### src/rtl/tr_decade_pkg.sv
package tr_decade_pkg;

  typedef struct packed {
    logic up_rise;
    logic dn_fall;
  } tr_edges_t;

  // Legal code of state k in an n-stage twisted ring (bit 0 = first stage)
  function automatic logic [31:0] tr_code(input int k, input int n);
    logic [31:0] full;
    full = (32'd1 << n) - 32'd1;
    if (k <= n) return (32'd1 << k) - 32'd1;
    return full & ~((32'd1 << (k - n)) - 32'd1);
  endfunction

  function automatic logic tr_is_legal(input logic [31:0] v, input int n);
    logic hit;
    hit = 1'b0;
    for (int k = 0; k < 2 * n; k++)
      if (v == tr_code(k, n)) hit = 1'b1;
    return hit;
  endfunction

endpackage

### src/rtl/tr_edge_sync.sv
module tr_edge_sync
  import tr_decade_pkg::*;
#(
  parameter int SYNC_STAGES = 2
) (
  input  logic clk,
  input  logic rst,
  input  logic cp_up,
  input  logic cp_dn,
  output logic adv
);
  logic [SYNC_STAGES-1:0] up_sh, dn_sh;
  logic up_p, dn_p;
  logic up_s, dn_s;
  tr_edges_t ev;

  always_ff @(posedge clk) begin
    if (rst) begin
      up_sh <= '0;
      dn_sh <= '0;
      up_p  <= 1'b0;
      dn_p  <= 1'b0;
    end else begin
      up_sh <= {up_sh[SYNC_STAGES-2:0], cp_up};
      dn_sh <= {dn_sh[SYNC_STAGES-2:0], cp_dn};
      up_p  <= up_sh[SYNC_STAGES-1];
      dn_p  <= dn_sh[SYNC_STAGES-1];
    end
  end

  assign up_s = up_sh[SYNC_STAGES-1];
  assign dn_s = dn_sh[SYNC_STAGES-1];

  // Each input gates the other; a coincident pair merges into one advance
  assign ev.up_rise = up_s & ~up_p & ~dn_s;
  assign ev.dn_fall = ~dn_s & dn_p & up_s;
  assign adv = ev.up_rise | ev.dn_fall;

  // no two advances in consecutive cycles, so a coincident pair is one step
  p_single_step_r11: assert property (@(posedge clk) disable iff (rst)
    adv |=> !adv);

  // a blocked rising edge (other input high) never advances
  p_gate_up_r4: assert property (@(posedge clk) disable iff (rst)
    (up_s && !up_p && dn_s && dn_p) |-> !adv);

endmodule

### src/rtl/tr_ring_core.sv
module tr_ring_core
  import tr_decade_pkg::*;
#(
  parameter int STAGES = 5
) (
  input  logic              clk,
  input  logic              rst,
  input  logic              clr,
  input  logic              ld_en,
  input  logic [STAGES-1:0] ld_val,
  input  logic              adv,
  output logic [STAGES-1:0] ring
);
  localparam int FIX_IDX = STAGES / 2;
  localparam int RUN_MAX = 2 * STAGES + 1;
  localparam int RUN_W   = $clog2(RUN_MAX + 1);

  logic [STAGES-1:0] nxt;
  logic              legal;
  logic [RUN_W-1:0]  illegal_run;

  for (genvar i = 0; i < STAGES; i++) begin : g_fb
    if (i == 0) begin : g_head
      assign nxt[i] = ~ring[STAGES-1];
    end else if (i == FIX_IDX) begin : g_fix
      // Blocks the x0 1 0 sub-pattern that would close an illegal loop
      assign nxt[i] = ring[i-1] & (ring[0] | ring[i]);
    end else begin : g_shift
      assign nxt[i] = ring[i-1];
    end
  end

  always_ff @(posedge clk or posedge clr) begin
    if (clr)        ring <= '0;
    else if (rst)   ring <= '0;
    else if (ld_en) ring <= ld_val;
    else if (adv)   ring <= nxt;
  end

  assign legal = tr_is_legal({{(32-STAGES){1'b0}}, ring}, STAGES);

  // Advances spent in illegal codes since the last legal one
  always_ff @(posedge clk or posedge clr) begin
    if (clr)                   illegal_run <= '0;
    else if (rst || ld_en)     illegal_run <= '0;
    else if (legal)            illegal_run <= '0;
    else if (adv && illegal_run != RUN_W'(RUN_MAX))
                               illegal_run <= illegal_run + 1'b1;
  end

  // at most ten advances may leave the ring still illegal
  p_recover_r10: assert property (@(posedge clk) disable iff (rst || clr)
    !legal |-> illegal_run <= RUN_W'(10));

  // a legal code steps to a different legal code
  p_legal_step_r5: assert property (@(posedge clk) disable iff (rst || clr)
    (adv && !ld_en && legal) |=> (legal && ring != $past(ring)));

  // without advance, load or clear the ring holds
  p_hold_r4: assert property (@(posedge clk) disable iff (rst || clr)
    (!adv && !ld_en) |=> $stable(ring));

  // a clear held over an edge leaves the ring at zero
  p_clear_r8: assert property (@(posedge clk) disable iff (rst)
    (clr && $past(clr)) |-> ring == '0);

  // a load lands at the next edge
  p_load_r9: assert property (@(posedge clk) disable iff (rst || clr)
    ld_en |=> ring == $past(ld_val));

endmodule

### src/rtl/tr_decode.sv
module tr_decode #(
  parameter int STAGES = 5
) (
  input  logic [STAGES-1:0]   ring,
  output logic [2*STAGES-1:0] dec,
  output logic                carry_n
);
  localparam int NSTATES = 2 * STAGES;

  for (genvar k = 0; k < NSTATES; k++) begin : g_term
    if (k == 0) begin : g_zero
      assign dec[k] = ~ring[0] & ~ring[STAGES-1];
    end else if (k < STAGES) begin : g_fill
      assign dec[k] = ring[k-1] & ~ring[k];
    end else if (k == STAGES) begin : g_full
      assign dec[k] = ring[STAGES-1] & ring[0];
    end else begin : g_drain
      assign dec[k] = ~ring[k-STAGES-1] & ring[k-STAGES];
    end
  end

  assign carry_n = ~ring[STAGES-1];

endmodule

### src/rtl/twisted_ring_decade.sv
module twisted_ring_decade
  import tr_decade_pkg::*;
#(
  parameter int STAGES      = 5,
  parameter int SYNC_STAGES = 2
) (
  input  logic                clk,
  input  logic                rst,
  input  logic                cp_up_i,
  input  logic                cp_dn_i,
  input  logic                clr_i,
  input  logic                ld_en_i,
  input  logic [STAGES-1:0]   ld_val_i,
  output logic [2*STAGES-1:0] dec_o,
  output logic                carry_n_o
);
  logic              adv;
  logic [STAGES-1:0] ring;

  tr_edge_sync #(.SYNC_STAGES(SYNC_STAGES)) u_sync (
    .clk   (clk),
    .rst   (rst),
    .cp_up (cp_up_i),
    .cp_dn (cp_dn_i),
    .adv   (adv)
  );

  tr_ring_core #(.STAGES(STAGES)) u_core (
    .clk    (clk),
    .rst    (rst),
    .clr    (clr_i),
    .ld_en  (ld_en_i),
    .ld_val (ld_val_i),
    .adv    (adv),
    .ring   (ring)
  );

  tr_decode #(.STAGES(STAGES)) u_dec (
    .ring    (ring),
    .dec     (dec_o),
    .carry_n (carry_n_o)
  );

  // every legal code shows exactly one decoded line
  p_onehot_r7: assert property (@(posedge clk) disable iff (rst)
    tr_is_legal({{(32-STAGES){1'b0}}, ring}, STAGES) |-> $onehot(dec_o));

  // carry falls only when leaving state 4 by an advance
  p_carry_r6: assert property (@(posedge clk) disable iff (rst || clr_i)
    ($fell(carry_n_o) && $past(!ld_en_i) && $past(!clr_i)) |-> $past(dec_o[STAGES-1]));

endmodule

### config.mk
export PLATFORM = sky130hd
export DESIGN_NAME = twisted_ring_decade
export DESIGN_NICKNAME = d
export VERILOG_FILES = /design/src/rtl/tr_decade_pkg.sv /design/src/rtl/tr_edge_sync.sv /design/src/rtl/tr_ring_core.sv /design/src/rtl/tr_decode.sv /design/src/rtl/twisted_ring_decade.sv
export SDC_FILE = /design/constraint.sdc
export NUM_CORES = 1
export LEC_CHECK = 0
export CAP_MARGIN = 20
export CORE_AREA = 4 4 45 47
export CTS_BUF_LIST = sky130_fd_sc_hd__clkbuf_4 sky130_fd_sc_hd__clkbuf_8 sky130_fd_sc_hd__clkbuf_16
export CTS_CLUSTER_SIZE = 24
export DETAILED_ROUTE_END_ITERATION = 16
export DIE_AREA = 0 0 49 51
export GPL_TIMING_DRIVEN = 0
export PLACE_DENSITY = 0.7
export SLEW_MARGIN = 30
export SYNTH_ARGS = -nofsm -noshare
export SYNTH_HDL_FRONTEND = slang
export SYNTH_SLANG_ARGS = --single-unit
### constraint.sdc
create_clock -name clk -period 1.1 [get_ports clk]
set_input_delay 0.22 -clock clk [delete_from_list [all_inputs] [get_ports clk]]
set_output_delay 0.22 -clock clk [all_outputs]
set_load 0.02 [all_outputs]
==> metrics.txt <==
# TYPE chip_impl_metric gauge
chip_impl_metric{name="num-nets-final",unit=""} 103
chip_impl_metric{name="cts.htree.levels",unit=""} 1
chip_impl_metric{name="detail_route.iter0.violations",unit=""} 8
chip_impl_metric{name="cts_max_path_buffers",unit=""} 2
chip_impl_metric{name="antenna_cells_inserted",unit=""} 0
chip_impl_metric{name="clkPwrFrac",unit="%"} 29.0
chip_impl_info{name="cp-endpoint",value="dec_o[6]"} 1
chip_impl_metric{name="totalWireLength",unit="um"} 1350
chip_impl_metric{name="grt_util_met3",unit="%"} 3.21
chip_impl_metric{name="cts_buffers",unit=""} 3
chip_impl_metric{name="grt_overflow_total",unit=""} 0
chip_impl_metric{name="postSynthNetCount",unit=""} 68
chip_impl_metric{name="global_route_usage_over_all_layers",unit="%"} 10.9
chip_impl_metric{name="post_synth_fa_ha_maj_area_fraction",unit="%"} 0
chip_impl_metric{name="synth_area_per_inst",unit="um^2"} 9.64
chip_impl_metric{name="finalCriticalPeriod",unit="ns"} 1.23
chip_impl_metric{name="regToRegSetupSlack",unit="ns"} 0.01
chip_impl_info{name="worst_setup_path_startpoint",value="u_core.ring[0]"} 1
chip_impl_metric{name="placed_cells_incl_taps",unit=""} 95
chip_impl_metric{name="vias",unit=""} 518
chip_impl_metric{name="power.leakage",unit="nW"} 0.412
chip_impl_metric{name="power-per-cell-area",unit="nW/um^2"} 1090
chip_impl_metric{name="final.hold.worst_slack",unit="ns"} 0.151
chip_impl_metric{name="tightestPinTransition",unit="ns"} 0.268
chip_impl_info{name="critical_path_class",value="register to output pin"} 1
chip_impl_metric{name="power.sequential.fraction",unit="%"} 43.5
chip_impl_metric{name="maxSlewHeadroom",unit="%"} 82.1
chip_impl_metric{name="vias_per_cell",unit=""} 4.80
chip_impl_metric{name="fin_skew",unit="ns"} 0.000791
chip_impl_metric{name="tritoncts_num_sinks",unit=""} 11
chip_impl_metric{name="hold_viol",unit=""} 0
chip_impl_metric{name="synth_xor_xnor_area_share",unit="%"} 0
chip_impl_info{name="worstSetupStartpointType",value="register"} 1
chip_impl_metric{name="final_critical_path_setup_slack",unit="ns"} -0.128
chip_impl_metric{name="max_cap_violations",unit=""} 0
chip_impl_info{name="synth_top_family_by_area",value="simple AND/OR/NAND/NOR gates"} 1
chip_impl_metric{name="global_route_wire_length_before_repair",unit="um"} 2130
chip_impl_metric{name="timing.final.crit_share",unit="%"} 112
chip_impl_info{name="tritoncts",value="built"} 1
chip_impl_info{name="most_congested_layer_reported_by_global_routing",value="met2"} 1
chip_impl_info{name="unrepaired_setup_endpoints_after_global_routing",value="yes"} 1
chip_impl_metric{name="power.share.switching",unit="%"} 27.7
chip_impl_metric{name="drc",unit=""} 0
chip_impl_metric{name="yosysUniqueCellTypes",unit=""} 22
chip_impl_info{name="violations",value="setup timing"} 1
chip_impl_metric{name="worst_ep_required_time",unit="ns"} 0.88
chip_impl_metric{name="worst-r2r-cell-count",unit=""} 3
chip_impl_metric{name="synth_compound_area_share",unit="%"} 15.3
chip_impl_metric{name="rows",unit=""} 15
chip_impl_metric{name="start_util",unit="%"} 33.3
chip_impl_metric{name="grt_start_max_net_pins",unit=""} 11
chip_impl_metric{name="port_buffers",unit=""} 21
chip_impl_metric{name="muxShareOfSynthArea",unit="%"} 0
chip_impl_metric{name="antenna_left",unit=""} 0
chip_impl_metric{name="number_of_global_route_vias_before_repair",unit=""} 496
chip_impl_metric{name="overall_die_height",unit="um"} 51
chip_impl_metric{name="arrival",unit="ns"} 1.01
chip_impl_metric{name="final_layout_size_suffix_gt1_share",unit="%"} 49.5
chip_impl_metric{name="pwr-share-comb",unit="%"} 27.5
chip_impl_info{name="result_of_the_run",value="complete, but fails checks"} 1
chip_impl_info{name="ctsRootBufferMaster",value="clkbuf_4"} 1
chip_impl_metric{name="fin_area",unit="um^2"} 941
chip_impl_metric{name="initial_antenna_violation_count",unit=""} 0
chip_impl_metric{name="switching_power",unit="mW"} 0.285
chip_impl_metric{name="synth_simple_gate_area_share",unit="%"} 35.8
chip_impl_metric{name="critPathMaxFanout",unit=""} 5
chip_impl_metric{name="post_dp_cell_area",unit="um^2"} 781
chip_impl_metric{name="global_route.usage.met1",unit="%"} 9.64
chip_impl_metric{name="number_of_storage_elements_in_the_synthesis_netlist",unit=""} 11
chip_impl_metric{name="clk-insertion-delay-late",unit="ns"} 0.26
chip_impl_metric{name="fmax",unit="MHz"} 815
chip_impl_metric{name="io_pins",unit=""} 22
chip_impl_metric{name="synth-seq-area-share",unit="%"} 44.6
chip_impl_metric{name="clkSlewWorstSetupHoldPaths",unit="ns"} 0.07
chip_impl_metric{name="placer_s_final_routability_congestion_estimate",unit=""} 0.722
chip_impl_metric{name="finalMaxSlewViolations",unit=""} 0
chip_impl_metric{name="intPower",unit="mW"} 0.743
chip_impl_metric{name="cts.hold.buffers_added",unit=""} 0
chip_impl_metric{name="die_w",unit="um"} 49
chip_impl_metric{name="design.die.area",unit="um^2"} 2500
chip_impl_metric{name="netlist_instances",unit=""} 57
chip_impl_info{name="endpoint_kind",value="output pin"} 1
chip_impl_metric{name="synthToLayoutAreaGrowth",unit="%"} 71.3
chip_impl_info{name="holdCritPathClass",value="primary input to asynchronous set/reset pin"} 1
chip_impl_metric{name="fin_setup_tns",unit="ns"} -0.976
chip_impl_metric{name="yosysWarningCount",unit=""} 0
chip_impl_metric{name="setup_viol_count_final",unit=""} 11
chip_impl_metric{name="netlist_area",unit="um^2"} 549
chip_impl_metric{name="groute.layer.met2.usage",unit="%"} 22.0
chip_impl_metric{name="layout.core_utilization",unit="%"} 57.0
chip_impl_metric{name="layoutNonFillerInstCount",unit=""} 108
chip_impl_info{name="rr_startpoint",value="u_sync.up_sh[1]"} 1
chip_impl_info{name="r2r_end",value="u_core.ring[0]"} 1
chip_impl_metric{name="dr.pass1.iters",unit=""} 4
chip_impl_metric{name="irDropWorstVdd",unit="mV"} 0.759
chip_impl_metric{name="wl_per_cell",unit="um"} 12.5
chip_impl_metric{name="design.core.area",unit="um^2"} 1650
chip_impl_metric{name="detailedPlacementHpwl",unit="um"} 929
==> worst max-delay path: stages (launching register included) <==
cell	delay, ns
dfrtp_2	0.43
and2b_1	0.21
buf_6	0.11
==> cell families (layout without fill, tap and decap cells) <==
family	Yosys count	count (layout)
AOI/OAI and AO/OA	8	8
DFF	11	11
and+or+nand+nor	32	32
buffers and inverters	6	40
==> cell usage in the layout, fill, tap and decap left out, types with 2 or more instances in the layout <==
cell type,count
nor2b_1,15
buf_4,12
clkdlybuf4s50_1,9
buf_6,6
nor2_1,4
clkbuf_4,4
inv_1,3
buf_2,3
dfrtp_1,3
dfxtp_2,3
dfxtp_1,3
nand2b_4,2
nor2_2,2
nor4_4,2
a2111oi_2,2
dfrtp_2,2
==> flip-flops by register name, summed over array words and instances, names as in the netlist <==
| register | flops |
|---|---|
| u_core.ring | 5 |
| u_sync.up_p | 1 |
| u_sync.dn_p | 1 |
| u_sync.dn_sh | 2 |
| u_sync.up_sh | 2 |
==> per-stage QoR <==
stage / total power [mW] / worst slack [ns]
finish: 1.03 / -0.128
global route: 1.09 / -0.186
CTS: 1.00 / -0.142
detailed placement: 0.685 / -0.414
global placement: 0.681 / -0.373
floorplan: 0.571 / 0.0143
==> metal layers <==
layer  share of wire [%]  wire, um
met3                 7.5       102
met4                0.37         5
met2                  57       767
met1                  35       477
met5                   0         0
==> worst min-delay path by stage <==
stage,from,endpoint,slack (ns),cells after the start
6_report,clr_i,u_core.ring[0],0.15,2
5_1_grt,clr_i,u_core.ring[0],0.17,2
4_1_cts,clr_i,u_core.ring[3],0.16,2
3_5_place_dp,u_sync.up_sh[0],u_sync.up_sh[1],0.43,1
3_3_place_gp,u_sync.dn_sh[0],u_sync.dn_sh[1],0.42,1
2_1_floorplan,clr_i,u_core.ring[0],-0.001,1
==> timing repair <==
action / in CTS / in global routing
pin swaps: 2 / 6
cloned: 1 / 0
buffers inserted: 5 / 3
resized for setup: 62 / 17
endpoints found under the setup margin: 16 / 15
==> synthesized netlist by cell type <==
library cell | number | area [um^2]
nand2b_1 | 1 | 6.26
nor2_1 | 6 | 22.5
a21oi_1 | 1 | 5.00
clkbuf_1 | 1 | 3.75
nand2_2 | 1 | 6.26
and2_1 | 1 | 6.26
a21o_1 | 1 | 7.51
a211oi_1 | 1 | 7.51
nor2b_1 | 15 | 93.8
inv_1 | 4 | 15.0
dfxtp_1 | 6 | 120
nand2b_4 | 1 | 13.8
a2111oi_2 | 3 | 45.0
dfrtp_1 | 5 | 125
nor2b_2 | 1 | 8.76
and3_1 | 1 | 6.26
and2b_1 | 2 | 15.0
a311oi_1 | 1 | 8.76
nor4_1 | 2 | 12.5
buf_2 | 1 | 5.00
nand3_1 | 1 | 5.00
o311a_1 | 1 | 10.0
==> power by group through the flow <==
stage                     Sequential [mW]  Combinational [mW]  Clock (mW)
after global placement              0.453               0.228           0
final                               0.447               0.283       0.298
after detailed placement            0.455               0.230           0
after global routing                0.451               0.302       0.334
after CTS                           0.445               0.246       0.311
after floorplan                     0.448               0.123           0
==> area by class of cell <==
type | instances | area, um^2
inverters | 4 | 15.0
fillers | 153 | 711
plain buffers | 2 | 16.3
clock buffers | 4 | 30.0
repair buffers | 30 | 260
well taps | 17 | 21.3
multi-input cells | 40 | 347
flip-flops and latches | 11 | 251
Note: power is estimated with default switching activity, not from simulation.
